[config.mk]
export PLATFORM = sky130hd
export DESIGN_NAME = crc_pipe
export DESIGN_NICKNAME = d
export VERILOG_FILES = /design/src/rtl/crc_pipe_pkg.sv /design/src/rtl/crc_pipe_fold.sv /design/src/rtl/crc_pipe_accum.sv /design/src/rtl/crc_pipe.sv
export SDC_FILE = /design/constraint.sdc
export NUM_CORES = 1
export LEC_CHECK = 0
export BUFFER_PORTS_ARGS = -buffer_cell sky130_fd_sc_hd__buf_2
export CORE_MARGIN = 2
export CORE_UTILIZATION = 40
export DETAILED_ROUTE_END_ITERATION = 10
export GPL_TIMING_DRIVEN = 0
export PLACE_DENSITY = 0.66
export SLEW_MARGIN = 25
export SYNTH_ARGS = -nofsm -noshare
export SYNTH_HDL_FRONTEND = slang
export SYNTH_SLANG_ARGS = --single-unit
[constraint.sdc]
create_clock -name clk -period 4.05 [get_ports clk]
set_input_delay 0.81 -clock clk [delete_from_list [all_inputs] [get_ports clk]]
set_output_delay 0.81 -clock clk [all_outputs]
set_load 0.005 [all_outputs]
[src/rtl/crc_pipe_pkg.sv]
package crc_pipe_pkg;

    // Advance a CRC state of cw bits over nbits of data, MSB first.
    // Either operand may be zero to get the state-only or data-only part.
    function automatic logic [31:0] crc_advance(
        input logic [31:0] state,
        input logic [63:0] data,
        input int          nbits,
        input int          cw,
        input logic [31:0] poly
    );
        logic [31:0] acc;
        logic [31:0] pal;
        logic [63:0] din;
        logic        fb;
        acc = state << (32 - cw);
        pal = poly << (32 - cw);
        din = data << (64 - nbits);
        for (int i = 0; i < 64; i++) begin
            if (i < nbits) begin
                fb  = acc[31] ^ din[63];
                acc = acc << 1;
                din = din << 1;
                if (fb) acc = acc ^ pal;
            end
        end
        return acc >> (32 - cw);
    endfunction

endpackage

[src/rtl/crc_pipe_fold.sv]
module crc_pipe_fold #(
    parameter int              DATA_W = 16,
    parameter int              CRC_W  = 16,
    parameter logic [CRC_W-1:0] POLY  = 16'h1021
) (
    input  logic              clk,
    input  logic              rst_n,
    input  logic              in_valid,
    input  logic [DATA_W-1:0] in_data,
    input  logic              in_last,
    output logic              in_ready,
    input  logic              take,
    output logic              st_valid,
    output logic [CRC_W-1:0]  st_part,
    output logic              st_last
);
    import crc_pipe_pkg::*;

    typedef struct packed {
        logic             valid;
        logic             last;
        logic [CRC_W-1:0] part;
    } fold_t;

    fold_t       fold_d, fold_q;
    logic [31:0] part_full;

    always_comb begin
        fold_d    = fold_q;
        in_ready  = !fold_q.valid || take;
        part_full = crc_advance(32'd0, 64'(in_data), DATA_W, CRC_W, 32'(POLY));
        if (in_ready) begin
            fold_d.valid = in_valid;
            if (in_valid) begin
                fold_d.last = in_last;
                fold_d.part = part_full[CRC_W-1:0];
            end
        end
    end

    always_ff @(posedge clk) begin
        if (!rst_n) fold_q.valid <= 1'b0;
        else        fold_q.valid <= fold_d.valid;
        fold_q.last <= fold_d.last;
        fold_q.part <= fold_d.part;
    end

    assign st_valid = fold_q.valid;
    assign st_part  = fold_q.part;
    assign st_last  = fold_q.last;

endmodule

[src/rtl/crc_pipe_accum.sv]
module crc_pipe_accum #(
    parameter int               DATA_W = 16,
    parameter int               CRC_W  = 16,
    parameter logic [CRC_W-1:0] POLY   = 16'h1021,
    parameter logic [CRC_W-1:0] INIT   = 16'hFFFF,
    parameter logic [CRC_W-1:0] XOROUT = 16'hA5A5
) (
    input  logic             clk,
    input  logic             rst_n,
    input  logic             st_valid,
    input  logic [CRC_W-1:0] st_part,
    input  logic             st_last,
    output logic             advance,
    input  logic             out_ready,
    output logic             out_valid,
    output logic [CRC_W-1:0] out_crc,
    output logic             out_last
);
    import crc_pipe_pkg::*;

    typedef struct packed {
        logic             valid;
        logic             last;
        logic             seed;
        logic [CRC_W-1:0] crc;
    } acc_t;

    acc_t             acc_d, acc_q;
    logic [CRC_W-1:0] base;
    logic [31:0]      moved;

    always_comb begin
        acc_d   = acc_q;
        advance = !acc_q.valid || out_ready;
        base    = acc_q.seed ? INIT : acc_q.crc;
        moved   = crc_advance(32'(base), 64'd0, DATA_W, CRC_W, 32'(POLY));
        if (advance) begin
            acc_d.valid = st_valid;
            if (st_valid) begin
                acc_d.crc  = moved[CRC_W-1:0] ^ st_part;
                acc_d.last = st_last;
                acc_d.seed = st_last;
            end
        end
    end

    always_ff @(posedge clk) begin
        if (!rst_n) begin
            acc_q.valid <= 1'b0;
            acc_q.seed  <= 1'b1;
        end else begin
            acc_q.valid <= acc_d.valid;
            acc_q.seed  <= acc_d.seed;
        end
        acc_q.last <= acc_d.last;
        acc_q.crc  <= acc_d.crc;
    end

    assign out_valid = acc_q.valid;
    assign out_crc   = acc_q.crc ^ XOROUT;
    assign out_last  = acc_q.last;

endmodule

[src/rtl/crc_pipe.sv]
module crc_pipe #(
    parameter int               DATA_W = 16,
    parameter int               CRC_W  = 16,
    parameter logic [CRC_W-1:0] POLY   = 16'h1021,
    parameter logic [CRC_W-1:0] INIT   = 16'hFFFF,
    parameter logic [CRC_W-1:0] XOROUT = 16'hA5A5
) (
    input  logic              clk,
    input  logic              rst_n,
    input  logic              in_valid,
    output logic              in_ready,
    input  logic [DATA_W-1:0] in_data,
    input  logic              in_last,
    output logic              out_valid,
    input  logic              out_ready,
    output logic [CRC_W-1:0]  out_crc,
    output logic              out_last
);
    logic             mid_valid;
    logic [CRC_W-1:0] mid_part;
    logic             mid_last;
    logic             mid_take;

    crc_pipe_fold #(
        .DATA_W(DATA_W), .CRC_W(CRC_W), .POLY(POLY)
    ) u_fold (
        .clk(clk), .rst_n(rst_n),
        .in_valid(in_valid), .in_data(in_data), .in_last(in_last),
        .in_ready(in_ready), .take(mid_take),
        .st_valid(mid_valid), .st_part(mid_part), .st_last(mid_last)
    );

    crc_pipe_accum #(
        .DATA_W(DATA_W), .CRC_W(CRC_W), .POLY(POLY),
        .INIT(INIT), .XOROUT(XOROUT)
    ) u_accum (
        .clk(clk), .rst_n(rst_n),
        .st_valid(mid_valid), .st_part(mid_part), .st_last(mid_last),
        .advance(mid_take), .out_ready(out_ready),
        .out_valid(out_valid), .out_crc(out_crc), .out_last(out_last)
    );

endmodule

==> results by group, run 1 <==
Route
  – Antenna Nets Post-Route: 0
  – DRC viols: 0
  – Routed wire length: 3288 um
  – Detailed Routing Iterations Pass 1: 4
  – DR WL/cell: 11.54 um
  – Avg Vias per Cell: 4.147
  – Total number of vias: 1182
  – Initial drt markers: 83

Global route
  – Largest net degree at the start of global routing: 18
  – GRT Total Usage: 12.11%
  – Grt total ovfl: 0
  – First-pass GRT wire length: 5526 um
  – Initial antenna violation count: 0
  – Via count of the first global-routing pass: 1201

STA
  – Final hold violations: 0
  – Fin. max-slew vios: 0
  – Fin crit period: 2226 ps
  – RSZ-0062 raised after global routing: no
  – Final TNS setup: 0 ps
  – Final setup fails: 0
  – Fin crit share: 54.95%
  – Slew @ Worst Pin: 743.1 ps
  – Worst Skew: 2.990 ps
  – Worst rel slew slack: 50.46%
  – F_max: 0.4493 GHz

Cells and area
  – # diodes: 0
  – Area grow syn2layout: 19.18%
  – Final nets: 235
  – Layout fillers: 490
  – Share of layout cells above drive strength 1: 29.77%

Logic synthesis
  – Post-synthesis sequential area ratio: 50.53%
  – Yosys Warn Count: 0
  – Syn_nets: 188
  – Post-Syn Instances: 167
  – Synth async-reset ratio: 0%
  – Synthesized area: 2140 um^2
  – #FFs+latches synth: 37
  – EDFF count, synth: 34
  – Distinct cells, synth: 21
  – Syn avg cell area: 12.81 um^2
  – Primary FF master, synth: edfxtp_1

Setup path
  – CP Cell Sequence: buf_2 -> nor2b_1 -> nand2_1 -> buf_2
  – Crit-path leading delay family: simple AND/OR/NAND/NOR gates
  – Slowest cell on crit path: nor2b_1
  – Slowest stage delay, CP: 260 ps
  – Worst Path Buf+Inv: 2
  – Crit path DAT: 1420 ps
  – Crit path top cell by count: buf_2
  – Critical path type: in -> out
  – Crit end category: output pin
  – Worst Path Max Fanout: 4
  – CP Data Required Time: 3240 ps
  – Critical Path Source Type: primary input

Placed design
  – HPWL Detailed: 2617 um
  – GP Congestion: 0.7537
  – Port bufs: 39

CTS
  – Post-CTS Setup Inserts: 0
  – CTS resizes: 0
  – Clock root buffer: clkbuf_8
  – CTS Hold Bufs: 0
  – Worst-path clk slew: 70 ps
  – Clock latency on the worst-skew pair: 290 ps
  – H-tree lvl count: 2
  – Clock Tree Buf Depth: 2
  – Clock Sink Count: 37
  – Clock tree from TritonCTS: built
  – Num CTS Buffers: 5

Die
  – IO Pins: 40
  – Die area: 5950 um^2
  – Initial core utilization: 41.63%
  – Core region area: 5140 um^2
  – Die Y: 77.14 um
  – # rows: 26
  – Die width: 77.14 um

Status
  – Outcome: completed

Power and ir drop
  – Leakage Power: 0.001010 uW
  – Total Power: 1168 uW
  – Power per cell area: 458.2 nW/um^2
  – Peak supply drop: 0.1953 mV

Min path
  – Worst Hold Class: reg -> reg

Flow run
  – Number of max-cap violations: 0
==> state kept, by name, indices dropped and copies added (netlist names) <==
signal	cells
u_accum.acc_q	9
u_fold.st_part	16
u_fold.st_valid	1
u_accum.out_last	1
u_fold.st_last	1
u_accum.out_valid	1
u_accum.out_crc	8
==> per-layer routing <==
layer | routed length (um) | GRT usage (%) | vias up | share of wire, %
li1 | - | - | 617 | -
met4 | 58 | 5.357 | 0 | 1.8
met2 | 1509 | 19.48 | 37 | 46
met3 | 198 | 3.059 | 6 | 6.0
met5 | 0 | 0 | - | 0
met1 | 1522 | 15.40 | 522 | 46
==> placed cells by master, fill, tap and decap left out <==
cell type,instances
nor2b_2,1
dfxtp_1,3
mux2i_1,1
xnor2_1,48
nor2b_1,3
nor2_1,14
xnor3_1,2
buf_6,1
buf_8,1
xnor3_2,1
clkbuf_1,1
buf_4,8
inv_1,9
o21a_1,1
xnor2_2,4
nand2_1,2
clkbuf_2,1
xor2_1,29
a21oi_1,1
clkinvlp_4,1
clkinv_1,1
bufinv_16,1
edfxtp_1,34
and2_1,1
buf_2,39
or2_1,1
xor2_2,1
clkbuf_8,5
==> layout make-up <==
cell class                 count  area [um^2]  area share (%)
sequential                    37         1081           42.39
multi-input combinational    110        947.2           37.14
timing repair buffer          40        210.2           8.243
tap                           70        87.58           3.435
buffer                        11        80.08           3.140
clock buffer                   5        68.82           2.699
clock inverter                 3        41.29           1.619
inverter                       9        33.78           1.325
==> logic make-up after synthesis <==
kind of cell	synth area share, %
compound gates	0.5847
xor+xnor	38.54
buf+inv	5.321
flops	50.53
mux	0.4679
simple gates	4.562
==> metrics by stage <==
stage / util (%) / cells / cell area (um^2) / hold WS, ps / worst slack (ps)
finish: 49.61 / 285 / 2550 / 457.0 / 1825
CTS: 49.61 / 285 / 2550 / 459.6 / 1829
detailed placement: 47.47 / 277 / 2440 / 438.4 / 1814
global placement: 47.13 / 276 / 2422 / 434.5 / 1411
global route: 49.61 / 285 / 2550 / 482.3 / 1763
floorplan: - / 167 / 2140 / 426.1 / 1883
==> synthesized netlist by cell type, drive strengths merged (2+ instances only) <==
cell    count  area share (%)
inv         9             1.6
nand2       2            0.35
dfxtp       3             2.8
nor2       14             2.5
xnor3       3             3.2
xor2       30              13
xnor2      52              23
clkbuf      2            0.41
nor2b       4             1.2
buf         9             3.3
edfxtp     34              48
==> worst paths after layout <==
check	slack (ps)	cells past startpoint	from	endpoint
worst max register to register	2140	5	u_accum.acc_q[13]$_DFFE_PP_	u_accum.out_crc[6]$_DFFE_PP_
worst min-delay path	460	0	u_fold.st_last$_DFFE_PP_	u_accum.out_last$_DFFE_PP_
worst min register to register	460	0	u_fold.st_last$_DFFE_PP_	u_accum.out_last$_DFFE_PP_
worst max-delay path	1820	4	out_ready	in_ready
==> report_power, final <==
part	internal, uW	total [uW]	switching [uW]	leakage (uW)
Clock	181	313	131	0.0000518
Sequential	493	526	33.0	0.000350
Combinational	178	330	152	0.000608
Total	852	1170	316	0.00101
(Power assumes the default switching activity.)
==> run 2, diff against run 1 <==
--- a/config.mk
+++ b/config.mk
@@ -10,7 +10,7 @@
 export CORE_UTILIZATION = 40
 export DETAILED_ROUTE_END_ITERATION = 10
 export GPL_TIMING_DRIVEN = 0
-export PLACE_DENSITY = 0.66
+export PLACE_DENSITY = 0.68
 export SLEW_MARGIN = 25
 export SYNTH_ARGS = -nofsm -noshare
 export SYNTH_HDL_FRONTEND = slang
==> constraint.sdc (replaced) <==
create_clock -name clk -period 1.88 [get_ports clk]
set_input_delay 0.376 -clock clk [delete_from_list [all_inputs] [get_ports clk]]
set_output_delay 0.376 -clock clk [all_outputs]
set_load 0.005 [all_outputs]
==> run 2 against run 1 <==
Compared with the run above: sequential cell count stayed put; combinational power is 130% higher; die area is the same; largest cell class unchanged; largest power group unchanged; via count rose by 1.6%; first-iteration DRC count shrank 2.4%; hold slack worse by 190 ps; wire length up 2.5%; clock skew grew 5.8 ps; utilization increased by 0.80 points; design area is 1.6% higher; non-clock buffer count up 4.
==> results by group, run 2 (synthesis gave the netlist of run 1 again) <==
Min path
  – Worst Hold Launch: in_last
  – Worst Hold Class: in -> reg
  – Hold Path Stages: 1 (+1)

Setup path
  – Worst setup path start: u_accum.acc_q[8]$_DFFE_PP_
  – CP Data Required Time: 1930 ps (-1310 ps)
  – Worst Path Max Fanout: 3 (-1)
  – Critical Path Source Type: flop
  – Reg2reg path depth: 5 (unchanged)
  – Worst setup path endpoint: u_accum.out_crc[9]$_DFFE_PP_
  – Critical R2R Launch: u_accum.acc_q[8]$_DFFE_PP_
  – Crit end category: flop
  – Crit path DAT: 1820 ps (+400 ps)
  – Reg-to-reg endpoint: u_accum.out_crc[9]$_DFFE_PP_
  – R2r setup slk: 110 ps (-2030 ps)
  – Critical path type: reg -> reg

Route
  – Routed wire length: 3369 um (+2.5%)
  – Avg Vias per Cell: 4.156 (+0.20%)
  – DRC viols: 0 (unchanged)
  – Total number of vias: 1201 (+1.6%)
  – Initial drt markers: 81 (-2.4%)
  – Antenna Nets Post-Route: 0 (unchanged)
  – Detailed Routing Iterations Pass 1: 2 (-2)
  – DR WL/cell: 11.66 um (+1.0%)

Die
  – Die Y: 77.14 um (unchanged)
  – # rows: 26 (unchanged)
  – Core region area: 5140 um^2 (unchanged)
  – Initial core utilization: 41.63% (unchanged)
  – Die width: 77.14 um (unchanged)
  – Die area: 5950 um^2 (unchanged)
  – IO Pins: 40 (unchanged)

Cells and area
  – Commonest non-fill, non-tap cell in the layout: xnor2_1
  – Area grow syn2layout: 21.11%
  – Final Cell Area: 2591 um^2 (+1.6%)
  – Share of layout cells above drive strength 1: 33.33% (+3.6 points)
  – Final nets: 239 (+1.7%)
  – Commonest non-fill, non-tap cells in the layout: 47 x xnor2_1, 39 x buf_2, 34 x edfxtp_1
  – Max reg flops: 16 (unchanged)
  – Layout fillers: 484 (-1.2%)
  – Final Instance Count excl. Fillers: 289 (+1.4%)
  – # diodes: 0 (unchanged)

Placed design
  – Placed Instances: 277 (unchanged)
  – Port bufs: 39 (unchanged)
  – GP Congestion: 0.7692 (+2.1%)
  – Placed cell area: 2440 um^2 (unchanged)
  – HPWL Detailed: 2695 um (+3.0%)

CTS
  – Clock Tree Buf Depth: 2 (unchanged)
  – CTS Hold Bufs: 0 (unchanged)
  – Num CTS Buffers: 5 (unchanged)
  – Clock root buffer: clkbuf_8
  – H-tree lvl count: 2 (unchanged)
  – Worst-path clk slew: 80 ps (about the same)
  – Clock Sink Count: 37 (unchanged)
  – Clock tree from TritonCTS: built
  – Clock latency on the worst-skew pair: 290 ps (about the same)

Global route
  – Busiest grt layer: met2
  – Met2 layer usage reported by global route: 19.04% (-0.43 points)
  – Initial antenna violation count: 0 (unchanged)
  – First-pass GRT wire length: 5568 um (+0.76%)
  – Grt total ovfl: 0 (unchanged)
  – GRT met3 Usage: 3.294% (+0.24 points)
  – Via count of the first global-routing pass: 1193 (-0.67%)
  – GRT met1 Usage: 16.02% (+0.62 points)
  – Largest net degree at the start of global routing: 18 (unchanged)
  – GRT Total Usage: 12.23% (+0.12 points)

STA
  – Final TNS setup: 0 ps (unchanged)
  – Fin crit share: 94.15%
  – Fin crit period: 1770 ps
  – Worst rel slew slack: 52.51% (+2.0 points)
  – Hold Slack: 263.0 ps (-194.0 ps)
  – Slew @ Worst Pin: 712.4 ps (-30.69 ps)
  – Final setup fails: 0 (unchanged)
  – Worst Skew: 8.823 ps (+5.833 ps)
  – Final hold violations: 0 (unchanged)
  – F_max: 0.5650 GHz
  – RSZ-0062 raised after global routing: yes
  – Fin. max-slew vios: 0 (unchanged)

Power and ir drop
  – Total Power: 2426 uW (+110%)
  – Power per cell area: 936.3 nW/um^2 (+100%)
  – Peak supply drop: 0.3203 mV (+64%)
  – Leakage Power: 0.001030 uW (+1.9%)

Flow run
  – Number of max-cap violations: 0 (unchanged)

Status
  – Outcome: completed
## run 2: cell count changes in the layout (fill, tap and decap cells not counted), moves of 2 or more
cell	change
buf_4	+4
clkinv_2	+2
xnor3_1	-2
xnor3_2	+2
## run 2: worst min path at each step
stage	endpoint
global placement	u_accum.out_last$_DFFE_PP_
finish	u_fold.st_last$_DFFE_PP_
CTS	u_fold.st_last$_DFFE_PP_
floorplan	u_accum.out_last$_DFFE_PP_
detailed placement	u_accum.out_last$_DFFE_PP_
global route	u_fold.st_last$_DFFE_PP_
## run 2: layer usage
layer / vias to the layer above / wire length (um)
met5: - / 0
li1: 622 / -
met1: 537 / 1541
met4: 0 / 64
met3: 7 / 157
met2: 35 / 1605
## run 2: area by class of cell
| type | instances | area [um^2] | area share, % |
|---|---|---|---|
| Timing Repair Buffer | 44 | 240.2 | 9.271 |
| Clock buffer | 5 | 68.82 | 2.656 |
| Sequential cell | 37 | 1081 | 41.72 |
| Clock inverter | 3 | 17.52 | 0.6760 |
| Multi-Input combinational cell | 110 | 982.2 | 37.90 |
| Inverter | 9 | 33.78 | 1.304 |
| Buffer | 11 | 80.08 | 3.090 |
| Tap cell | 70 | 87.58 | 3.380 |
## run 2: critical path: stages, from the launching register on
cell	delay, ps
edfxtp_1	430
xnor3_2	470
xnor2_2	170
xnor2_1	120
or2_1	230
xnor2_1	120
## run 2: where the power goes
part           switching [uW]  leakage [uW]  internal (uW)
Combinational             346      0.000636            414
Sequential               68.9      0.000350           1060
Clock                     280     0.0000439            255
Total                     695       0.00103           1730
## run 2: through the flow
step           setup slack [ps]  utilization (%)
6_report                  109.9            50.41
3_3_place_gp             -329.4            47.13
3_5_place_dp             -14.63            47.47
4_1_cts                   27.99            49.54
5_1_grt                  -6.438            50.41
2_1_floorplan             88.22                -
## run 2: timing repair
| action | in CTS | in global routing |
|---|---|---|
| setup buffers | 0 | 4 |
| setup endpoints to repair | 5 | 7 |
| endpoints found under the hold margin | 0 | 0 |
| pin swaps | 2 | 2 |
| resized for setup | 3 | 3 |
